### src/rtl/pxv_pkg.sv
package pxv_pkg;
   localparam int HALF_W    = 16;
   localparam int EXP_W     = 5;
   localparam int FRAC_W    = 10;
   localparam int EXP_BIAS  = 15;
   localparam int NUM_COLOR = 3;
   localparam int LANE_RED  = 0;
   localparam int LANE_GRN  = 1;
   localparam int LANE_BLU  = 2;

   typedef logic [HALF_W-1:0] half_t;
endpackage

### src/rtl/pxv_int_to_half.sv
module pxv_int_to_half
   import pxv_pkg::*;
#(
   parameter int COMP_W = 8
) (
   input  logic [COMP_W-1:0] value,
   output half_t             half
);
   localparam int SIG_W = FRAC_W + 1;
   localparam int POS_W = $clog2(SIG_W + 1);

   logic [POS_W-1:0] lead_pos;
   logic             nonzero;
   logic [SIG_W-1:0] widened;
   logic [SIG_W-1:0] aligned;
   logic [EXP_W-1:0] exp_field;

   // Leading-one search; the highest set bit wins.
   always_comb begin
      lead_pos = '0;
      nonzero  = 1'b0;
      for (int b = 0; b < COMP_W; b++) begin
         if (value[b]) begin
            lead_pos = POS_W'(b);
            nonzero  = 1'b1;
         end
      end
   end

   assign widened   = SIG_W'(value);
   assign aligned   = widened << (POS_W'(FRAC_W) - lead_pos);
   assign exp_field = EXP_W'(EXP_BIAS) + EXP_W'(lead_pos);
   assign half      = nonzero ? {1'b0, exp_field, aligned[FRAC_W-1:0]} : '0;
endmodule

### src/rtl/pxv_pipe_reg.sv
module pxv_pipe_reg #(
   parameter int W = 8
) (
   input  logic         clk,
   input  logic         rst,
   input  logic         up_valid,
   output logic         up_ready,
   input  logic [W-1:0] up_data,
   output logic         dn_valid,
   input  logic         dn_ready,
   output logic [W-1:0] dn_data
);
   assign up_ready = !dn_valid || dn_ready;

   always_ff @(posedge clk) begin
      if (rst) begin
         dn_valid <= 1'b0;
      end else if (up_ready) begin
         dn_valid <= up_valid;
      end
   end

   always_ff @(posedge clk) begin
      if (up_valid && up_ready) begin
         dn_data <= up_data;
      end
   end
endmodule

### src/rtl/pxv_lane_pack.sv
module pxv_lane_pack
   import pxv_pkg::*;
#(
   parameter int CVEC   = 16,
   parameter int COMP_W = 8
) (
   input  logic [NUM_COLOR*COMP_W-1:0] comps,
   output logic [CVEC*HALF_W-1:0]      vec
);
   for (genvar lane = 0; lane < CVEC; lane++) begin : g_lane
      if (lane < NUM_COLOR) begin : g_color
         pxv_int_to_half #(.COMP_W(COMP_W)) u_conv (
            .value (comps[lane*COMP_W +: COMP_W]),
            .half  (vec[lane*HALF_W +: HALF_W])
         );
      end else begin : g_pad
         assign vec[lane*HALF_W +: HALF_W] = '0;
      end
   end
endmodule

### src/rtl/pxv_layout_xform.sv
module pxv_layout_xform
   import pxv_pkg::*;
#(
   parameter int CVEC   = 16,
   parameter int COMP_W = 8
) (
   input  logic                   clk,
   input  logic                   rst,
   input  logic                   in_valid,
   output logic                   in_ready,
   input  logic [COMP_W-1:0]      in_red,
   input  logic [COMP_W-1:0]      in_green,
   input  logic [COMP_W-1:0]      in_blue,
   input  logic                   in_sof,
   input  logic                   in_eol,
   output logic                   out_valid,
   input  logic                   out_ready,
   output logic [CVEC*HALF_W-1:0] out_vec,
   output logic                   out_sof,
   output logic                   out_eol
);
   localparam int COMPS_W = NUM_COLOR * COMP_W;
   localparam int S1_W    = COMPS_W + 2;
   localparam int VEC_W   = CVEC * HALF_W;
   localparam int S2_W    = VEC_W + 2;

   if (CVEC < NUM_COLOR) begin : g_bad_cvec
      $error("pxv_layout_xform: CVEC must hold at least three lanes");
   end
   if (COMP_W < 1 || COMP_W > FRAC_W + 1) begin : g_bad_comp
      $error("pxv_layout_xform: COMP_W must be 1..11 for exact FP16");
   end

   logic              s1_valid;
   logic              s1_ready;
   logic [S1_W-1:0]   s1_data;
   logic [S2_W-1:0]   s2_data;
   logic [VEC_W-1:0]  packed_vec;
   logic [COMPS_W-1:0] comps_in;

   assign comps_in = {in_blue, in_green, in_red};

   // Stage 1: raw pixel and markers.
   pxv_pipe_reg #(.W(S1_W)) u_stage_pix (
      .clk      (clk),
      .rst      (rst),
      .up_valid (in_valid),
      .up_ready (in_ready),
      .up_data  ({in_sof, in_eol, comps_in}),
      .dn_valid (s1_valid),
      .dn_ready (s1_ready),
      .dn_data  (s1_data)
   );

   // Conversion and lane placement between the two registers.
   pxv_lane_pack #(.CVEC(CVEC), .COMP_W(COMP_W)) u_pack (
      .comps (s1_data[COMPS_W-1:0]),
      .vec   (packed_vec)
   );

   // Stage 2: finished vector and markers.
   pxv_pipe_reg #(.W(S2_W)) u_stage_vec (
      .clk      (clk),
      .rst      (rst),
      .up_valid (s1_valid),
      .up_ready (s1_ready),
      .up_data  ({s1_data[S1_W-1], s1_data[S1_W-2], packed_vec}),
      .dn_valid (out_valid),
      .dn_ready (out_ready),
      .dn_data  (s2_data)
   );

   assign out_vec = s2_data[VEC_W-1:0];
   assign out_eol = s2_data[VEC_W];
   assign out_sof = s2_data[VEC_W+1];
endmodule

### config.mk
export PLATFORM = sky130hd
export DESIGN_NAME = pxv_layout_xform
export DESIGN_NICKNAME = d
export VERILOG_FILES = /design/src/rtl/pxv_pkg.sv /design/src/rtl/pxv_int_to_half.sv /design/src/rtl/pxv_pipe_reg.sv /design/src/rtl/pxv_lane_pack.sv /design/src/rtl/pxv_layout_xform.sv
export SDC_FILE = /design/constraint.sdc
export NUM_CORES = 1
export LEC_CHECK = 0
export BUFFER_PORTS_ARGS = -buffer_cell sky130_fd_sc_hd__buf_2
export CAP_MARGIN = 20
export CORE_MARGIN = 10
export CORE_UTILIZATION = 46
export DETAILED_ROUTE_END_ITERATION = 16
export GPL_ROUTABILITY_DRIVEN = 0
export PLACE_DENSITY = 0.81
export SYNTH_ARGS = -nofsm -noshare
export SYNTH_HDL_FRONTEND = slang
export SYNTH_SLANG_ARGS = --single-unit
export TNS_END_PERCENT = 100
### constraint.sdc
create_clock -name clk -period 4.46 [get_ports clk]
set_clock_uncertainty 0.1 [all_clocks]
set_input_delay 0 -clock clk [delete_from_list [all_inputs] [get_ports clk]]
set_output_delay 0 -clock clk [all_outputs]
set_load 0.02 [all_outputs]
After elaboration in Yosys (flattened, before gate mapping)
Cells that the tools add are included.
{ "totals": {"register_bits": 78, "input_bits": 30, "output_inout_bits": 260, "wordCells": 67} }
{ "op_classes": {"n_addsub": 6, "n_shift": 3, "n_mux": 45, "n_reduce_logical": 6} }
{ "op_table": {"columns": ["op", "count"], "rows": [
  ["4-bit 2-to-1 mux", 18],
  ["8-bit by 4-bit left shift with 10-bit output", 3],
  ["1-bit 2-to-1 mux", 27],
  ["4-bit by 4-bit adder with 5-bit output, first input constant", 3],
  ["4-bit subtractor, first input constant", 3],
  ["1-bit logical AND", 2],
  ["1-bit logical NOT", 2],
  ["1-bit logical OR", 2]
]} }

Longest topological paths before layout
Gate-level depths: netlist of the first run.
{ "logic_depth": {"ltp_word": 9, "mapped_depth": 11, "ltp_nobuf": 10} }

Cells and area by module
From an unflattened synthesis of the first run, not the netlist that was laid out.
{ "hier_totals": {"hier_cells": 806, "area_unflattened_um2": 12129.1} }
{ "by_module_without_submodules": {"columns": ["module", "n_inst", "cells_each", "area_each_um2", "seq_area_each_um2"], "rows": [
  ["pxv_pipe_reg at u_stage_vec", 1, 263, 7802.5, 7767.4],
  ["pxv_int_to_half", 3, 101, 641.9, 0.0],
  ["pxv_lane_pack", 1, 209, 1565.3, 0.0],
  ["pxv_pipe_reg at u_stage_pix", 1, 31, 835.8, 800.8]
]} }

Worst setup path before layout of the first run
OpenSTA, ideal clock, no wires.
{ "synth_timing": {"kind": "flip-flop to flip-flop", "startpoint": "register u_stage_vec.dn_valid", "endpoint": "register u_stage_vec.dn_data[0], enable pin", "setup_time_ps": 457, "arrival_ps": 2657, "t_required_ps": 3903, "path_slack_ps": 1245, "path_stages_with_launch": 3, "path_buffers": 0, "synth_period_minus_slack_ps": 3215, "path_cell_list": "dfxtp_1 nor2b_1 nor2b_1"} }
{ "synth_via": {"elab_chain_cells": 3} }
{ "synth_lines": {"columns": ["item", "line_no", "text"], "rows": [
  ["start, declared", "pxv_pipe_reg.sv:9", "output logic dn_valid,"],
  ["start signal, assigned", "pxv_pipe_reg.sv:19", "dn_valid <= up_valid;"],
  ["1-bit logical NOT", "pxv_pipe_reg.sv:13", "assign up_ready = !dn_valid || dn_ready;"],
  ["1-bit logical OR", "pxv_pipe_reg.sv:13", null],
  ["1-bit logical AND", "pxv_pipe_reg.sv:24", "if (up_valid && up_ready) begin"],
  ["end signal, assigned", "pxv_pipe_reg.sv:25", "dn_data <= up_data;"],
  ["end, declared", "pxv_pipe_reg.sv:11", "output logic [W-1:0] dn_data"]
]} }
Every way passes these cells.
A chain may end at the register's enable or synchronous reset.

Worst setup path after layout of the first run
{ "layout_timing": {"startpoint": "register u_stage_pix.dn_data[20]", "endpoint": "register u_stage_vec.dn_data[36], data pin"} }
{ "layout_via": {"elab_chain_cells": 6, "word_cells_on_any_way": 10, "classes_between": "1 x add/sub; 1 x shift; 8 x mux"} }
{ "layout_lines": {"columns": ["item", "line_no", "text"], "rows": [
  ["start, declared", "pxv_pipe_reg.sv:11", null],
  ["start signal, assigned", "pxv_pipe_reg.sv:25", null],
  ["4-bit 2-to-1 mux (4 in a row)", "pxv_int_to_half.sv:23", "if (value[b]) begin"],
  ["4-bit subtractor", "pxv_int_to_half.sv:31", "assign aligned = widened << (POS_W'(FRAC_W) - lead_pos);"],
  ["8-bit by 4-bit left shift with 10-bit output", "pxv_int_to_half.sv:31", null]
]} }
Several ways; a longest one is shown, not always the timed one.

==> results.py, run 1 <==
metrics = {
    "outcome": {
        "outcome": "finished clean",
    },
    "layout": {
        "syn2layout_area_growth_pct": 5.89,
        "drive_above_1_share_pct": 15.6,
        "final_util_pct": 49.3,
        "diodes": 0,
        "nFillCells": 1049,
        "layout.cells.non_filler": 832,
        "nets": 719,
    },
    "worst_setup_path": {
        "end_kind": "register",
        "cpLargestDelayFamily": "compound AO/OA/AOI/OAI gates",
        "timing.rr.end": "u_stage_vec.dn_data[36]",
        "crit_buf_inv": 1,
        "start_kind": "register",
        "rr_startpoint": "u_stage_pix.dn_data[20]",
        "crit_type": "reg -> reg",
        "ff2ff_path_depth": 7,
        "crit_slowest_cell": "ha_1",
        "crit_chain": "nor2b_1, a211oi_1, nor2_2, ha_1, inv_1, o311ai_0, a22oi_1",
        "max_stage_delay_ps": 640,
        "cp.arrival_ps": 2910,
        "crit_path_max_fanout": 18,
        "worstPathRequired_ps": 4430,
        "r2r_slack_ps": 1520,
    },
    "grt": {
        "antenna_found_initial": 0,
        "grt_pass1_wl_um": 17300,
        "grt_pass1_vias": 3636,
        "grt_max_degree": 48,
        "grt_remaining_overflow": 0,
        "grt.total_usage_pct": 12.9,
    },
    "synthesis": {
        "netlist_area_um2": 5540,
        "synth_edf_count": 73,
        "synthDistinctLibCells": 63,
        "ys_async_sr_fraction_pct": 0,
        "yosys_warnings": 0,
        "syn_avg_cell_area_um2": 9.55,
        "netlist_instances": 580,
        "ys_ff_latch": 75,
        "synth_top_flop_cell": "edfxtp_1",
        "seq_area_frac_synth_pct": 40.3,
    },
    "flow_run": {
        "cap_viol_max_count": 0,
    },
    "floorplanning": {
        "io_pins": 290,
        "rows": 40,
        "start_util_pct": 46.5,
        "core-area_um2": 11900,
        "die_area_um2": 16800,
        "die_height_um": 130,
        "die_w_um": 130,
    },
    "clocking": {
        "clockRootBuffer": "clkbuf_16",
        "cts_buffer_depth": 2,
        "clk_pin_slew_worst_paths_ps": 60,
        "cts_resized": 0,
        "worstSkewPairLatency_ps": 350,
        "cts_inserted_buffers": 9,
        "cts_tree": "built",
        "clock_sinks": 75,
        "cts_setup_buffers": 0,
        "h-tree-depth": 3,
    },
    "worst_hold_path": {
        "hold_start": "in_red[0]",
        "hold_depth": 2,
        "holdPathEnd": "u_stage_pix.dn_data[0]",
        "hp-class": "in -> reg",
    },
    "pwr": {
        "ir_drop_uv": 140,
        "p_leak_nw": 2.65,
        "power_frac_clock_pct": 36.4,
        "p_per_area_nw_per_um2": 360,
        "combinationalPowerShare_pct": 22.8,
        "pwr-share-seq_pct": 40.8,
        "intPower_mw": 1.45,
        "power_mw": 2.11,
        "power.switching_uw": 663,
        "swShare_pct": 31.4,
    },
    "route": {
        "drt_first_pass_iters": 5,
        "drt_iter0_drc": 313,
        "drcViolationCount": 0,
        "num_vias": 3638,
        "wl_um": 11700,
        "wire_per_inst_um": 14.1,
        "ant_nets": 0,
        "vias_per_cell": 4.37,
    },
    "timing": {
        "tns_ps": 0,
        "period_share_pct": 65.8,
        "final_hold_viol_count": 0,
        "slew_violations": 0,
        "setup_viol": 0,
        "fmax_mhz": 341,
        "relSlewSlack_pct": 61.0,
        "rsz0062_at_grt": "false",
        "fin_crit_ps": 2940,
        "worst_pin_slew_ps": 585,
    },
    "placement": {
        "io_buffers": 78,
        "dp.cells": 786,
        "dp_hpwl_um": 9170,
    },
}
==> layout by cell type (no fill, tap or decap), drive strengths merged, types with 3 or more instances in the layout <==
master,count
mux2,3
o21ai,24
nor3,9
clkinv,6
and2,3
clkbuf,9
a31oi,4
nor2b,14
a21oi,18
ha,9
nand2,26
o21a,4
inv,21
a211oi,4
conb,211
dlygate4sd3,30
a32o,3
edfxtp,73
nor4,3
o31a,3
nand3,8
o211ai,4
mux2i,10
nor2,51
o22ai,6
nand2b,8
and3,4
buf,80
==> state kept, by name, summed over array words and instances (netlist names) <==
signal,flops
u_stage_pix.dn_data,26
u_stage_pix.dn_valid,1
u_stage_vec.dn_data,47
u_stage_vec.dn_valid,1
==> logic make-up (layout without fill, tap and decap cells) <==
group	Yosys count	count (layout)	synth area share, %
compound gates	92	92	11.4
flops	75	75	40.3
other cells	1	211	0.0677
buf+inv	254	149	31.8
mux	13	13	2.48
simple gates	136	136	11.9
fa+ha+maj	9	9	2.03
==> power by group through the flow <==
stage	logic (mW)	clock network, mW	registers (mW)
floorplan	0.486	0	0.897
global placement	0.443	0	0.875
detailed placement	0.448	0	0.876
CTS	0.470	0.788	0.861
global route	0.527	0.811	0.867
finish	0.481	0.769	0.861
==> layer usage <==
layer / global-route usage [%] / part of all wire [%]
met1: 13.7 / 38
met2: 22.3 / 53
met3: 4.22 / 7.2
met4: 7.08 / 1.9
met5: 0 / 0
==> layout make-up <==
type	count	area [um2]	share of cell area, %
multi-input cells	461	2340	39.9
repair buffers	110	706	12.0
flip-flops and latches	75	2230	38.0
clock inverters	7	92.6	1.58
well taps	147	184	3.13
clock buffers	9	225	3.84
inverters	23	87.6	1.49
==> worst reg2reg max path, stage by stage (launching register included) <==
cell and delay [ps]:
edfxtp_1 440, nor2b_1 180, a211oi_1 320, nor2_2 90, ha_1 640, inv_1 210
o311ai_0 520, a22oi_1 160
==> how the worst max path moves through the flow <==
| stage | to | cells past startpoint | start | slack [ps] |
|---|---|---|---|---|
| detailed placement | u_stage_vec.dn_data[23] | 8 | u_stage_pix.dn_data[12] | 1570 |
| finish | u_stage_vec.dn_data[36] | 7 | u_stage_pix.dn_data[20] | 1520 |
| CTS | u_stage_vec.dn_data[23] | 8 | u_stage_pix.dn_data[12] | 1560 |
| global route | u_stage_vec.dn_data[36] | 7 | u_stage_pix.dn_data[20] | 1260 |
| floorplan | u_stage_vec.dn_data[0] | 2 | u_stage_vec.dn_valid | 1250 |
| global placement | u_stage_vec.dn_data[21] | 8 | u_stage_pix.dn_data[12] | 1640 |
==> synth_stat cells, types with 3 or more instances <==
| cell type | instances | area, um2 |
|---|---|---|
| o211ai_1 | 4 | 30.0 |
| and3_1 | 4 | 25.0 |
| o21a_1 | 4 | 30.0 |
| nand2_1 | 26 | 97.6 |
| o22ai_1 | 5 | 31.3 |
| a31oi_1 | 4 | 25.0 |
| edfxtp_1 | 73 | 2190 |
| a32o_1 | 3 | 30.0 |
| nor2_1 | 50 | 188 |
| inv_1 | 20 | 75.1 |
| o31a_1 | 3 | 26.3 |
| mux2i_1 | 10 | 100 |
| nor2b_1 | 14 | 87.6 |
| nand2b_1 | 8 | 50.1 |
| a21oi_1 | 17 | 85.1 |
| a211oi_1 | 4 | 30.0 |
| nor4_1 | 3 | 18.8 |
| buf_4 | 212 | 1590 |
| ha_1 | 9 | 113 |
| o21ai_0 | 24 | 120 |
| nand3_1 | 8 | 40.0 |
| and2_1 | 3 | 18.8 |
| nor3_1 | 9 | 45.0 |
| buf_2 | 5 | 25.0 |
| clkbuf_1 | 13 | 48.8 |
==> what timing repair did <==
| item | CTS | global route |
|---|---|---|
| hold buffers | 30 | 0 |
| endpoints found under the setup margin | 0 | 0 |
| endpoints found under the hold margin | 28 | 0 |
==> stage by stage <==
step | hold WS, ps | worst slack (ps) | cell area, um2
after detailed placement | 78.1 | 1570 | 5250
after global placement | 76.8 | 1640 | 5250
final | 259 | 1520 | 5870
after floorplan | -27.6 | 1250 | 6330
after CTS | 247 | 1560 | 5870
after global routing | 260 | 1260 | 5870
Power figures use the tool's default switching activity.
==> run 2: changes to the inputs <==
==> constraint.sdc (replaced) <==
create_clock -name clk -period 3.06 [get_ports clk]
set_clock_uncertainty 0.1 [all_clocks]
set_input_delay 0 -clock clk [delete_from_list [all_inputs] [get_ports clk]]
set_output_delay 0 -clock clk [all_outputs]
set_load 0.02 [all_outputs]
==> run 2 against run 1 <==
Sequential power rose by 45%. Combinational power increased by 49%. Design area hardly changed. Register-to-register slack worse by 1200 ps. Largest cell class unchanged. Via count decreased by 0.44%. Sequential cell count unchanged. Global-route usage shrank 0.077 points. Final cell count rose by 0.84%. Routed wire length increased by 1.2%.
==> results.py, run 2 (same netlist as run 1, synthesis figures left out) <==
metrics = {
    "outcome": {
        "outcome": "finished clean",
    },
    "layout": {
        "nFillCells": 1110,
        "largest_reg_flops": 47,
        "final_cell_mix": "conb_1, buf_2, edfxtp_1",
        "syn2layout_area_growth_pct": 5.96,
        "final_util_pct": 49.3,
        "final_common_cell": "conb_1",
        "layout.cells.non_filler": 839,
        "diodes": 0,
        "largest-register": "u_stage_vec.dn_data",
        "drive_above_1_share_pct": 16.0,
        "nets": 726,
        "multi_input_area_um2": 2350,
        "register_area_um2": 2230,
        "reg.largest.list": "u_stage_vec.dn_data x47, u_stage_pix.dn_data x26",
    },
    "worst_setup_path": {
        "max_stage_delay_ps": 510,
        "startpoint": "u_stage_pix.dn_data[12]",
        "timing.rr.end": "u_stage_vec.dn_data[25]",
        "crit_path_max_fanout": 11,
        "worstPathRequired_ps": 3140,
        "ff2ff_path_depth": 7,
        "crit_end": "u_stage_vec.dn_data[25]",
        "end_kind": "register",
        "start_kind": "register",
        "r2r_slack_ps": 300,
        "cp.arrival_ps": 2850,
        "path_common_cell": "o21ai_0",
        "rr_startpoint": "u_stage_pix.dn_data[12]",
        "crit_type": "reg -> reg",
        "crit_chain": "or3b_4, a31o_4, ha_1, o41ai_2, o21ai_0, o21ai_0, o2bb2ai_1",
        "crit_slowest_cell": "o41ai_2",
    },
    "clocking": {
        "h-tree-depth": 3,
        "cts_setup_buffers": 0,
        "cts_inserted_buffers": 9,
        "clock_sinks": 75,
        "cts_tree": "built",
        "worstSkewPairLatency_ps": 330,
        "cts_buffer_depth": 2,
        "clk_pin_slew_worst_paths_ps": 60,
        "clockRootBuffer": "clkbuf_16",
    },
    "timing": {
        "slew_violations": 0,
        "fmax_mhz": 362,
        "period_share_pct": 90.3,
        "fin_ws_ps": 296,
        "worst_pin_slew_ps": 589,
        "tns_ps": 0,
        "fin_crit_ps": 2760,
        "relSlewSlack_pct": 60.7,
        "final_hold_viol_count": 0,
        "setup_viol": 0,
        "rsz0062_at_grt": "false",
    },
    "flow_run": {
        "cap_viol_max_count": 0,
    },
    "floorplanning": {
        "rows": 40,
        "die_height_um": 130,
        "die_w_um": 130,
        "start_util_pct": 46.5,
        "core-area_um2": 11900,
        "io_pins": 290,
        "die_area_um2": 16800,
    },
    "route": {
        "drt_iter0_drc": 334,
        "drt_first_pass_iters": 5,
        "drcViolationCount": 0,
        "wl_um": 11900,
        "num_vias": 3622,
        "vias_per_cell": 4.32,
        "ant_nets": 0,
        "wire_per_inst_um": 14.2,
    },
    "placement": {
        "dp.cells": 793,
        "dp_hpwl_um": 9280,
        "dp_slack_ps": 258,
        "io_buffers": 78,
    },
    "grt": {
        "antenna_found_initial": 0,
        "grt_pass1_vias": 3543,
        "grt_remaining_overflow": 0,
        "grt.total_usage_pct": 12.8,
        "grt_max_degree": 48,
        "grt_pass1_wl_um": 17400,
    },
    "worst_hold_path": {
        "hp-class": "in -> reg",
    },
    "pwr": {
        "p_per_area_nw_per_um2": 496,
        "p_leak_nw": 2.66,
        "power_mw": 2.91,
        "ir_drop_uv": 193,
    },
}
## run 2: area by class of cell
class                   count  share of cell area (%)
clock buffers              16                    4.45
multi-input cells         461                    40.0
flip-flops and latches     75                    38.0
well taps                 147                    3.13
repair buffers            117                    12.9
inverters                  23                    1.49
## run 2: power by group
group / switching [mW] / internal (mW)
Combinational: 0.516 / 0.201
Clock: 0.365 / 0.573
Sequential: 0.0424 / 1.21
## run 2: through the flow
stage | area [um2] | hold WS, ps
CTS | 5860 | 267
detailed placement | 5300 | 78.1
floorplan | 6330 | -27.6
global placement | 5300 | 77.2
global route | 5870 | 268
finish | 5870 | 279
## run 2: how the worst min path moves through the flow
stage,startpoint,to,slack [ps],depth (start not counted)
6_report,in_blue[3],u_stage_pix.dn_data[19],280,2
5_1_grt,in_green[5],u_stage_pix.dn_data[13],270,2
4_1_cts,in_blue[3],u_stage_pix.dn_data[19],270,2
3_5_place_dp,in_green[5],u_stage_pix.dn_data[13],80,1
3_3_place_gp,in_red[4],u_stage_pix.dn_data[4],80,1
2_1_floorplan,rst,u_stage_pix.dn_valid,-30,1
## run 2: what timing repair did
item / 4_1_cts / 5_1_grt
setup endpoints to repair: 0 / 1
hold buffers: 30 / 0
resized for setup: 0 / 1
endpoints found under the hold margin: 28 / 0
## run 2: critical path, delay by kind of cell (launching register included)
| kind | cells | cell delay [ps] |
|---|---|---|
| AOI/OAI and AO/OA | 5 | 1160 |
| adders and majority gates | 1 | 410 |
| DFF | 1 | 500 |
| and+or+nand+nor | 1 | 450 |
## run 2: per-layer routing
layer	global-route usage, %	up-vias	share of wire, %
met5	0	-	0
met4	3.37	0	0.91
met3	5.07	8	8.0
met2	23.1	180	53
met1	13.7	1652	38
li1	-	1782	-
==> run 3: changes to the inputs <==
--- a/config.mk
+++ b/config.mk
@@ -6,12 +6,11 @@
 export NUM_CORES = 1
 export LEC_CHECK = 0
 export BUFFER_PORTS_ARGS = -buffer_cell sky130_fd_sc_hd__buf_2
-export CAP_MARGIN = 20
 export CORE_MARGIN = 10
-export CORE_UTILIZATION = 46
+export CORE_UTILIZATION = 40
 export DETAILED_ROUTE_END_ITERATION = 16
 export GPL_ROUTABILITY_DRIVEN = 0
-export PLACE_DENSITY = 0.81
+export PLACE_DENSITY = 0.73
 export SYNTH_ARGS = -nofsm -noshare
 export SYNTH_HDL_FRONTEND = slang
 export SYNTH_SLANG_ARGS = --single-unit
==> run 3 against run 2 <==
First-iteration DRC count is 19% higher. Critical endpoint unchanged. Worst hold slack worse by 33 ps. Critical path depth stayed put. Maximum frequency is 1.9% lower. Sequential cell count stayed put. Critical path type unchanged. Combinational power hardly changed. Highest routed layer unchanged. Sequential share of layout area is 0.23 points lower.
==> results.py, run 3 (same netlist as run 1, synthesis figures left out) <==
metrics = {
    "clocking": {
        "cts_tree": "built",
        "cts_setup_buffers": 0,
        "h-tree-depth": 3,
        "clockRootBuffer": "clkbuf_16",
        "clock_sinks": 75,
        "cts_inserted_buffers": 9,
        "worstSkewPairLatency_ps": 340,
        "clk_pin_slew_worst_paths_ps": 60,
        "cts_buffer_depth": 2,
    },
    "worst_hold_path": {
        "holdPathEnd": "u_stage_pix.dn_data[23]",
        "hp-class": "in -> reg",
        "hold_start": "in_valid",
        "hold_depth": 3,
    },
    "grt": {
        "grt.total_usage_pct": 11.8,
        "grt_pass1_vias": 3672,
        "grt_pass1_wl_um": 18000,
        "grt_max_degree": 48,
        "grt_remaining_overflow": 0,
        "antenna_found_initial": 1,
    },
    "worst_setup_path": {
        "crit_chain": "or3b_4, a31o_4, ha_1, o41ai_2, o21ai_0, o21ai_0, o2bb2ai_1",
        "timing.rr.end": "u_stage_vec.dn_data[25]",
        "cp.arrival_ps": 2910,
        "rr_startpoint": "u_stage_pix.dn_data[12]",
        "start_kind": "register",
        "max_stage_delay_ps": 550,
        "end_kind": "register",
        "worstPathRequired_ps": 3150,
        "path_common_cell": "o21ai_0",
        "ff2ff_path_depth": 7,
        "crit_slowest_cell": "o41ai_2",
        "crit_type": "reg -> reg",
        "r2r_slack_ps": 240,
        "cpLargestDelayFamily": "compound AO/OA/AOI/OAI gates",
        "crit_buf_inv": 0,
        "crit_path_max_fanout": 10,
    },
    "timing": {
        "worst_pin_slew_ps": 601,
        "fmax_mhz": 355,
        "final_hold_viol_count": 0,
        "relSlewSlack_pct": 60.0,
        "rsz0062_at_grt": "false",
        "setup_viol": 0,
        "fin_crit_ps": 2820,
        "fin_hold_ws_ps": 245,
        "tns_ps": 0,
        "slew_violations": 0,
        "period_share_pct": 92.1,
    },
    "floorplanning": {
        "core-area_um2": 13400,
        "die_w_um": 138,
        "die_height_um": 138,
        "rows": 42,
        "die_area_um2": 19000,
        "start_util_pct": 41.4,
        "io_pins": 290,
    },
    "pwr": {
        "ir_drop_uv": 301,
        "p_leak_nw": 2.66,
        "pwr-share-seq_pct": 41.9,
        "power_frac_clock_pct": 34.2,
        "p_per_area_nw_per_um2": 507,
        "combinationalPowerShare_pct": 24.0,
        "power_mw": 2.99,
        "swShare_pct": 32.3,
        "power.switching_uw": 966,
        "intPower_mw": 2.03,
    },
    "layout": {
        "syn2layout_area_growth_pct": 6.62,
        "largest-register": "u_stage_vec.dn_data",
        "nFillCells": 1357,
        "final_cell_mix": "conb_1, buf_2, edfxtp_1",
        "largest_reg_flops": 47,
        "stdcell_area_um2": 5910,
        "nets": 723,
        "drive_above_1_share_pct": 16.3,
        "final_common_cell": "conb_1",
        "reg.largest.list": "u_stage_vec.dn_data x47, u_stage_pix.dn_data x26",
    },
    "flow_run": {
        "cap_viol_max_count": 0,
    },
    "route": {
        "drt_first_pass_iters": 5,
        "vias_per_cell": 4.27,
        "drt_iter0_drc": 399,
        "ant_nets": 0,
        "drcViolationCount": 0,
        "num_vias": 3699,
        "wl_um": 12300,
        "wire_per_inst_um": 14.2,
    },
    "placement": {
        "placed_cell_area_um2": 5320,
        "io_buffers": 78,
        "dp_hpwl_um": 9660,
    },
    "outcome": {
        "outcome": "finished clean",
    },
}
==> run 3: tightest hold or removal path, stage by stage <==
cell	delay (ps)
buf_2	100
and2_1	120
buf_4	240
==> run 3: stage by stage <==
| step | std cells | utilization, % | setup WS [ps] |
|---|---|---|---|
| detailed placement | 820 | 39.7 | 257 |
| finish | 866 | 44.1 | 243 |
| global route | 866 | 44.1 | 17.0 |
| global placement | 820 | 39.7 | 331 |
| floorplan | 790 | - | 339 |
| CTS | 865 | 44.0 | 119 |
==> run 3: what timing repair did <==
item / in CTS / in global routing
hold buffers: 29 / 0
endpoints found under the setup margin: 0 / 1
endpoints found under the hold margin: 28 / 0
gates resized for setup: 0 / 1
==> run 3: worst max path at each step <==
stage / startpoint / endpoint / slack [ps] / depth (start not counted)
after floorplan: u_stage_pix.dn_data[12] / u_stage_vec.dn_data[20] / 340 / 10
after global placement: u_stage_pix.dn_data[12] / u_stage_vec.dn_data[25] / 330 / 7
after detailed placement: u_stage_pix.dn_data[12] / u_stage_vec.dn_data[25] / 260 / 7
after CTS: u_stage_pix.dn_data[12] / u_stage_vec.dn_data[25] / 120 / 7
after global routing: u_stage_pix.dn_data[12] / u_stage_vec.dn_data[25] / 20 / 7
final: u_stage_pix.dn_data[12] / u_stage_vec.dn_data[25] / 240 / 7
==> run 3: final cells by class <==
type                    instances  area (um2)  share of cell area [%]
flip-flops and latches         75        2230                    37.8
clock inverters                 7        58.8                   0.995
inverters                      23        87.6                    1.48
diodes                          1        2.50                  0.0424
multi-input cells             461        2350                    39.8
clock buffers                   9         225                    3.81
repair buffers                114         733                    12.4
well taps                     176         220                    3.73
==> run 3: power groups by stage <==
| stage | logic [mW] | clock network, mW | registers [mW] |
|---|---|---|---|
| finish | 0.717 | 1.02 | 1.25 |
| global route | 0.781 | 1.10 | 1.26 |
| CTS | 0.698 | 1.05 | 1.25 |
| detailed placement | 0.666 | 0 | 1.28 |
| global placement | 0.661 | 0 | 1.27 |
| floorplan | 0.709 | 0 | 1.31 |
==> run 3: routing by layer <==
layer | wire [um] | up-vias | GRT usage (%)
met5 | 0 | - | 0
met4 | 199 | 0 | 5.10
met3 | 983 | 14 | 2.88
met2 | 6560 | 196 | 21.4
met1 | 4580 | 1711 | 12.7
li1 | - | 1778 | -
